--- config.mk ---
export PLATFORM = sky130hd
export DESIGN_NAME = dom_timeout_guard
export DESIGN_NICKNAME = d
export VERILOG_FILES = /design/src/rtl/dtg_pkg.sv /design/src/rtl/dtg_sync.sv /design/src/rtl/dtg_timer.sv /design/src/rtl/dtg_thermal.sv /design/src/rtl/dom_timeout_guard.sv
export SDC_FILE = /design/constraint.sdc
export NUM_CORES = 1
export LEC_CHECK = 0
export BUFFER_PORTS_ARGS = -buffer_cell sky130_fd_sc_hd__buf_2
export CORE_MARGIN = 2
export CORE_UTILIZATION = 50
export CTS_CLUSTER_DIAMETER = 120
export DETAILED_ROUTE_END_ITERATION = 8
export GPL_ROUTABILITY_DRIVEN = 0
export PLACE_DENSITY_LB_ADDON = 0.15
export SLEW_MARGIN = 20
export SYNTH_ARGS = -nofsm -noshare
export SYNTH_HDL_FRONTEND = slang
export SYNTH_SLANG_ARGS = --single-unit
--- constraint.sdc ---
create_clock -name clk_i -period 2 [get_ports clk_i]
set_input_delay 0.2 -clock clk_i [delete_from_list [all_inputs] [get_ports clk_i]]
set_output_delay 0.2 -clock clk_i [all_outputs]
set_load 0.005 [all_outputs]
--- src/rtl/dtg_pkg.sv ---
package dtg_pkg;
  // 3 ms nominal at 200 MHz
  localparam int unsigned DefTimeoutCyc = 600_000;
  localparam int unsigned DefSyncStages = 2;

  typedef struct packed {
    logic timeout;
    logic thermal;
  } guard_stat_t;
endpackage

--- src/rtl/dtg_sync.sv ---
module dtg_sync #(
  parameter int unsigned STAGES  = 2,
  parameter logic        RST_VAL = 1'b1
) (
  input  logic clk_i,
  input  logic rst_ni,
  input  logic d_i,
  output logic q_o
);
  logic [STAGES-1:0] sh_q;

  generate
    if (STAGES == 1) begin : g_one
      always_ff @(posedge clk_i or negedge rst_ni) begin
        if (!rst_ni) sh_q <= RST_VAL;
        else         sh_q <= d_i;
      end
    end else begin : g_chain
      always_ff @(posedge clk_i or negedge rst_ni) begin
        if (!rst_ni) sh_q <= {STAGES{RST_VAL}};
        else         sh_q <= {sh_q[STAGES-2:0], d_i};
      end
    end
  endgenerate

  assign q_o = sh_q[STAGES-1];
endmodule

--- src/rtl/dtg_timer.sv ---
module dtg_timer #(
  parameter int unsigned TIMEOUT_CYC = 600_000
) (
  input  logic clk_i,
  input  logic rst_ni,
  input  logic txd_s_i,
  output logic expired_o
);
  localparam int unsigned CntW = $clog2(TIMEOUT_CYC + 1);
  localparam logic [CntW-1:0] Limit = CntW'(TIMEOUT_CYC);

  logic [CntW-1:0] cnt_q;

  always_ff @(posedge clk_i or negedge rst_ni) begin
    if (!rst_ni)             cnt_q <= '0;
    else if (txd_s_i)        cnt_q <= '0;
    else if (cnt_q != Limit) cnt_q <= cnt_q + CntW'(1);
  end

  assign expired_o = (cnt_q == Limit);


  cnt_step_chk: assert property (@(posedge clk_i) disable iff (!rst_ni)
    (!txd_s_i && cnt_q != Limit) |=> cnt_q == $past(cnt_q) + CntW'(1));

  cnt_clear_chk: assert property (@(posedge clk_i) disable iff (!rst_ni)
    txd_s_i |=> cnt_q == '0);

  no_wrap_chk: assert property (@(posedge clk_i) disable iff (!rst_ni)
    (expired_o && !txd_s_i) |=> expired_o);
endmodule

--- src/rtl/dtg_thermal.sv ---
module dtg_thermal (
  input  logic clk_i,
  input  logic rst_ni,
  input  logic overtemp_i,
  input  logic txd_s_i,
  output logic latched_o
);
  logic lat_q;

  // release needs both a cool die and a recessive transmit line
  always_ff @(posedge clk_i or negedge rst_ni) begin
    if (!rst_ni)               lat_q <= 1'b0;
    else if (overtemp_i)       lat_q <= 1'b1;
    else if (lat_q && txd_s_i) lat_q <= 1'b0;
  end

  assign latched_o = lat_q;


  thermal_set_chk: assert property (@(posedge clk_i) disable iff (!rst_ni)
    overtemp_i |=> lat_q);

  thermal_hold_chk: assert property (@(posedge clk_i) disable iff (!rst_ni)
    (lat_q && !txd_s_i) |=> lat_q);
endmodule

--- src/rtl/dom_timeout_guard.sv ---
module dom_timeout_guard
  import dtg_pkg::*;
#(
  parameter int unsigned TIMEOUT_CYC = DefTimeoutCyc,
  parameter int unsigned SYNC_STAGES = DefSyncStages
) (
  input  logic clk_i,
  input  logic rst_ni,
  input  logic txd_i,
  input  logic mode_en_i,
  input  logic overtemp_i,
  output logic drv_dom_o,
  output logic timeout_o,
  output logic thermal_o
);
  logic        txd_s;
  guard_stat_t stat;

  dtg_sync #(
    .STAGES (SYNC_STAGES),
    .RST_VAL(1'b1)
  ) i_sync (
    .clk_i (clk_i),
    .rst_ni(rst_ni),
    .d_i   (txd_i),
    .q_o   (txd_s)
  );

  dtg_timer #(
    .TIMEOUT_CYC(TIMEOUT_CYC)
  ) i_timer (
    .clk_i    (clk_i),
    .rst_ni   (rst_ni),
    .txd_s_i  (txd_s),
    .expired_o(stat.timeout)
  );

  dtg_thermal i_thermal (
    .clk_i     (clk_i),
    .rst_ni    (rst_ni),
    .overtemp_i(overtemp_i),
    .txd_s_i   (txd_s),
    .latched_o (stat.thermal)
  );

  // raw txd_i on the data path: no sync latency to the bus
  assign drv_dom_o = mode_en_i & ~txd_i & ~overtemp_i & ~stat.timeout & ~stat.thermal;
  assign timeout_o = stat.timeout;
  assign thermal_o = stat.thermal;


  timeout_block_chk: assert property (@(posedge clk_i) disable iff (!rst_ni)
    timeout_o |-> !drv_dom_o);

  overtemp_block_chk: assert property (@(posedge clk_i) disable iff (!rst_ni)
    overtemp_i |-> !drv_dom_o);

  thermal_block_chk: assert property (@(posedge clk_i) disable iff (!rst_ni)
    thermal_o |-> !drv_dom_o);
endmodule

Yosys cells after proc, flatten, opt, wreduce, memory -nomap -nowiden
Index checks and enable logic that the tools add are counted.
{ "word_totals": {"register_bits": 23, "input_bits": 5, "word_cells": 21} }
{ "op_classes": {"n_reduce_logical": 3, "muxes": 4, "n_bitwise": 8, "n_eq_ne": 2, "n_addsub": 1} }
{ "op_table": {"columns": ["op", "count"], "rows": [
  ["2-to-1 mux 20 bit", 2],
  ["adder 20 x 1 -> 20 bit, second input constant", 1],
  ["== test 20 bit, second input constant", 1],
  ["inequality test 20 bit, second input constant", 1],
  ["bitwise AND 1 bit", 4],
  ["NOT 1 bit", 4],
  ["nonzero test 2 bit", 2],
  ["2-to-1 mux 1 bit", 2],
  ["logical AND 1 bit", 1]
]} }

Logic depth before layout (Yosys ltp)
{ "logic_depth": {"word_depth": 5, "mapped_depth": 6} }

Modules after synthesis
Synthesis repeated with hierarchy kept, for this count alone.
{ "unflattened": {"hier_cells": 120, "hier_area_um2": 1207.4} }
{ "by_module_without_submodules": {"columns": ["module", "instances", "area_each_um2", "cells_per_inst"], "rows": [
  ["dtg_timer", 1, 1099.8, 113],
  ["dtg_sync", 1, 52.6, 2],
  ["dtg_thermal", 1, 36.3, 3],
  ["dom_timeout_guard", 1, 18.8, 2]
]} }

Worst setup path before layout
Ideal clock, no wire load.
{ "synth_timing": {"kind": "reg-to-output", "startpoint": "register i_timer.cnt_q[4]", "endpoint": "output port drv_dom_o", "stages_incl_launch_ff": 5, "t_arrival_ns": 1.710, "setup_slack_ns": 0.090, "required_time_ns": 1.800, "n_path_buf": 0, "path_cell_list": "dfrtp_1 > or4_4 > or4_4 > nor4_4 > nor4_1"} }
{ "synth_via": {"elab_chain_len": 4} }
{ "synth_rtl": {"columns": ["element", "line", "rtl"], "rows": [
  ["start, declared", "dtg_timer.sv:12", "logic [CntW-1:0] cnt_q;"],
  ["start signal, assigned", "dtg_timer.sv:17", "else if (cnt_q != Limit) cnt_q <= cnt_q + CntW'(1);"],
  ["== test 20 bit", "dtg_timer.sv:20", "assign expired_o = (cnt_q == Limit);"],
  ["named net timeout_o", "dom_timeout_guard.sv:13", "output logic timeout_o,"],
  ["NOT 1 bit", "dom_timeout_guard.sv:47", "assign drv_dom_o = mode_en_i & ~txd_i & ~overtemp_i & ~stat.timeout & ~stat.thermal;"],
  ["bitwise AND 1 bit (2 in a row)", "dom_timeout_guard.sv:47", null],
  ["end, declared", "dom_timeout_guard.sv:12", "output logic drv_dom_o,"]
]} }
The timed path passes the listed nets, and every way through them passes these cells.

Final worst setup path
{ "layout_timing": {"startpoint": "register i_timer.cnt_q[4]", "endpoint": "output port drv_dom_o"} }
{ "layout_via": {"elab_chain_len": 4} }
{ "layout_rtl": {"columns": ["element", "line"], "rows": [
  ["== test 20 bit", "dtg_timer.sv:20"],
  ["NOT 1 bit", "dom_timeout_guard.sv:47"],
  ["bitwise AND 1 bit (2 in a row)", "dom_timeout_guard.sv:47"]
]} }
No other way between the ends.

==> run metrics <==
status=finished, violations left; failing checks=setup timing; H-tree Lvls=1; first-pass GRT wire length=around 4300 um; Worst path most repeated cell=or4_4; synthesized area=between 0.001 and 0.0015 mm^2; Root Driver=clkbuf_4; row cnt=17; sequential-to-total area share from yosys stat=0.486; routed len/inst=between 15 and 20 um; final slew viol count=0; pwr/cell area=555 mW/mm^2; GRT Residual Overflow=0; fraction of the cycle the final worst path needs=1.14; Yosys reg bits=23; Initial DRT Pass Iterations=4; dpl cells=161; RSZ-0062 raised after global routing=true; final setup violation count=2; crit path max fanout=2; Port Buffer Count=7; Crit. End Element=primary output; die area=about 0.0028 mm^2; crit path time final=around 2300 ps; core area=between 0.002 and 0.0025 mm^2; clk sinks=23; cells along the critical path=or4_4 -> or4_4 -> nor4_4 -> nor4_1 -> buf_2; peak supply drop=0.404 mV; Cell variety after synth=28; Longest Clk Path Bufs=2; vias in the first global route=slightly above 1000; utilization after layout=0.617; Worst-Skew Late Latency=330 ps; WL final=~2500 um; DRT iter0 DRCs=24; Worst path max stage delay=roughly 530 ps; Max-Slew Margin vs Limit=0.651; via/cell ratio=between 5 and 6; DPL Wire Length=approximately 1700 um; Avg Inst Size Synth=9.92 um^2; CTS tree=done; Worst Hold Class=in -> reg; Finished Cell Area=between 0.001 and 0.0015 mm^2; Ant. Diodes=0; Fin. Hold Viols=0; Fin Clk Skew=14.3 ps; Yosys warnings=0; Max-cap violations=0; share of layout cells above drive strength 1=0.200; Clk pin slew, worst setup/hold paths=around 140 ps; Post-DRT Antenna Nets=0; Worst Slack Setup Final=-270 ps; Starting Density=0.533; I/O pins=8; non-filler instance count after layout=~170; final net count=around 150; Tightest Pin Transition=roughly 520 ps; Critical Path RT=between 1500 and 2000 ps; Layout area overhead=15.8%; CP delay by family, top=simple AND/OR/NAND/NOR gates; Hold WS=approximately 57 ps; CTS Buf Count=3; All-Layer GR Usage=0.216; Arrival @ worst endpoint=between 2000 and 2500 ps; Die Span X=52.8 um; Max Clock Freq=between 0.4 and 0.5 GHz; Post-DP Area=0.00132 mm^2; total number of vias=roughly 1000; Startpoint Class=register; Slowest cell on crit path=or4_4; Net Count, Synth=127; Setup CP Type=reg -> out; initial antenna violation count=0; sum of buffers and inverters on the critical path=1; pin count of the biggest net entering global routing=24; drc violations=0; P_leak=roughly 0.6 nW; Cells after Synth=120; Die Ht=about 53 um
cell type report:
type | count | area, um^2
flip-flops and latches | 23 | 578
repair buffers | 19 | 130
fillers | 205 | 856
inverters | 5 | 18.8
clock buffers | 4 | 26.3
well taps | 28 | 35.0
multi-input cells | 89 | 589
layer usage:
| metal | up-vias | wire length, um | global-route usage |
|---|---|---|---|
| li1 | 473 | - | - |
| met1 | 497 | 1200 | 0.288 |
| met2 | 22 | 1200 | 0.340 |
| met3 | 5 | 66 | 0.0286 |
| met4 | 0 | 52 | 0.115 |
| met5 | - | 0 | 0 |
where the power goes:
| part | leakage [nW] | internal [W] | switching (W) |
|---|---|---|---|
| sequential | 0.309 | 0.000475 | 0.0000107 |
| combinational | 0.281 | 0.0000235 | 0.0000306 |
| clock | 0.0150 | 0.0000782 | 0.000147 |
| total | 0.605 | 0.000577 | 0.000188 |
cells in the final DEF (no fill, tap or decap):
cell type / n
dfrtp_1: 21
xor2_1: 11
nor2_1: 11
buf_4: 10
a21oi_1: 9
nand3_1: 8
nand4_1: 7
buf_2: 7
inv_1: 5
nand2_1: 5
or3_1: 5
o21ai_0: 4
and4_1: 3
and3_1: 3
clkbuf_4: 3
or4_4: 2
nand2b_1: 2
nor4_1: 2
and2_1: 2
o31ai_1: 2
or4_1: 2
nor3_1: 2
ha_1: 2
dlygate4sd3_1: 2
dfstp_2: 2
or4bb_1: 1
or4bb_4: 1
nor4_4: 1
a21o_1: 1
o211ai_2: 1
o21ai_1: 1
nor3_2: 1
clkbuf_1: 1
per-stage QoR:
step / setup TNS [ps] / power [W] / setup slack (ps)
finish: -495 / 0.000765 / -270
detailed placement: 0 / 0.000545 / 37.0
global route: -751 / 0.000789 / -367
floorplan: 0 / 0.000515 / 89.6
global placement: 0 / 0.000544 / 54.4
CTS: -492 / 0.000768 / -269
Yosys cell counts, drive strengths merged:
library cell | count | share of area
a21o | 1 | 0.0063
dfrtp | 21 | 0.44
nor2 | 11 | 0.035
inv | 5 | 0.016
nand2b | 2 | 0.011
o31ai | 2 | 0.013
or4 | 4 | 0.032
buf | 1 | 0.0042
o211ai | 1 | 0.011
o21ai | 5 | 0.021
a21oi | 9 | 0.038
nor4 | 3 | 0.028
nand4 | 7 | 0.037
clkbuf | 2 | 0.0063
or3 | 5 | 0.026
dfstp | 2 | 0.044
nor3 | 3 | 0.013
and3 | 3 | 0.016
or4bb | 2 | 0.019
nand2 | 5 | 0.016
and4 | 3 | 0.022
and2 | 2 | 0.011
ha | 2 | 0.021
xor2 | 11 | 0.081
nand3 | 8 | 0.034
cells by family (layout without fill, tap and decap cells):
kind of cell | count (synthesis) | count (layout) | share of synthesized area
AO/OA/AOI/OAI | 18 | 18 | 0.0883
XOR/XNOR | 11 | 11 | 0.0810
adder cells (fa/ha/maj) | 2 | 2 | 0.0210
buffers and inverters | 8 | 28 | 0.0263
flip-flops | 23 | 23 | 0.486
AND/OR/NAND/NOR | 58 | 58 | 0.298
worst paths after layout:
kind                       slack [ps]  cells after the start                   to        startpoint
max in group asynchronous        1270                      2    i_timer.cnt_q[18]            rst_ni
hold reg to reg                   370                      0       i_sync.sh_q[1]    i_sync.sh_q[0]
setup reg to reg                   70                      6     i_timer.cnt_q[2]  i_timer.cnt_q[0]
setup / recovery                 -270                      5            drv_dom_o  i_timer.cnt_q[4]
hold / removal                     60                      2  i_thermal.latched_o        overtemp_i
min in group asynchronous         360                      2     i_timer.cnt_q[0]            rst_ni
flip-flops by register name (all words and copies together), names as in the netlist:
name and cells:
i_timer.cnt_q 20, i_thermal.latched_o 1, i_sync.sh_q 2
repair_timing:
action / in CTS / in global routing
hold endpoints to repair: 22 / 0
hold buffers: 2 / 0
resized for setup: 0 / 2
endpoints found under the setup margin: 2 / 5
pin swaps: 1 / 0
setup buffers: 1 / 0
(Power assumes the default switching activity.)
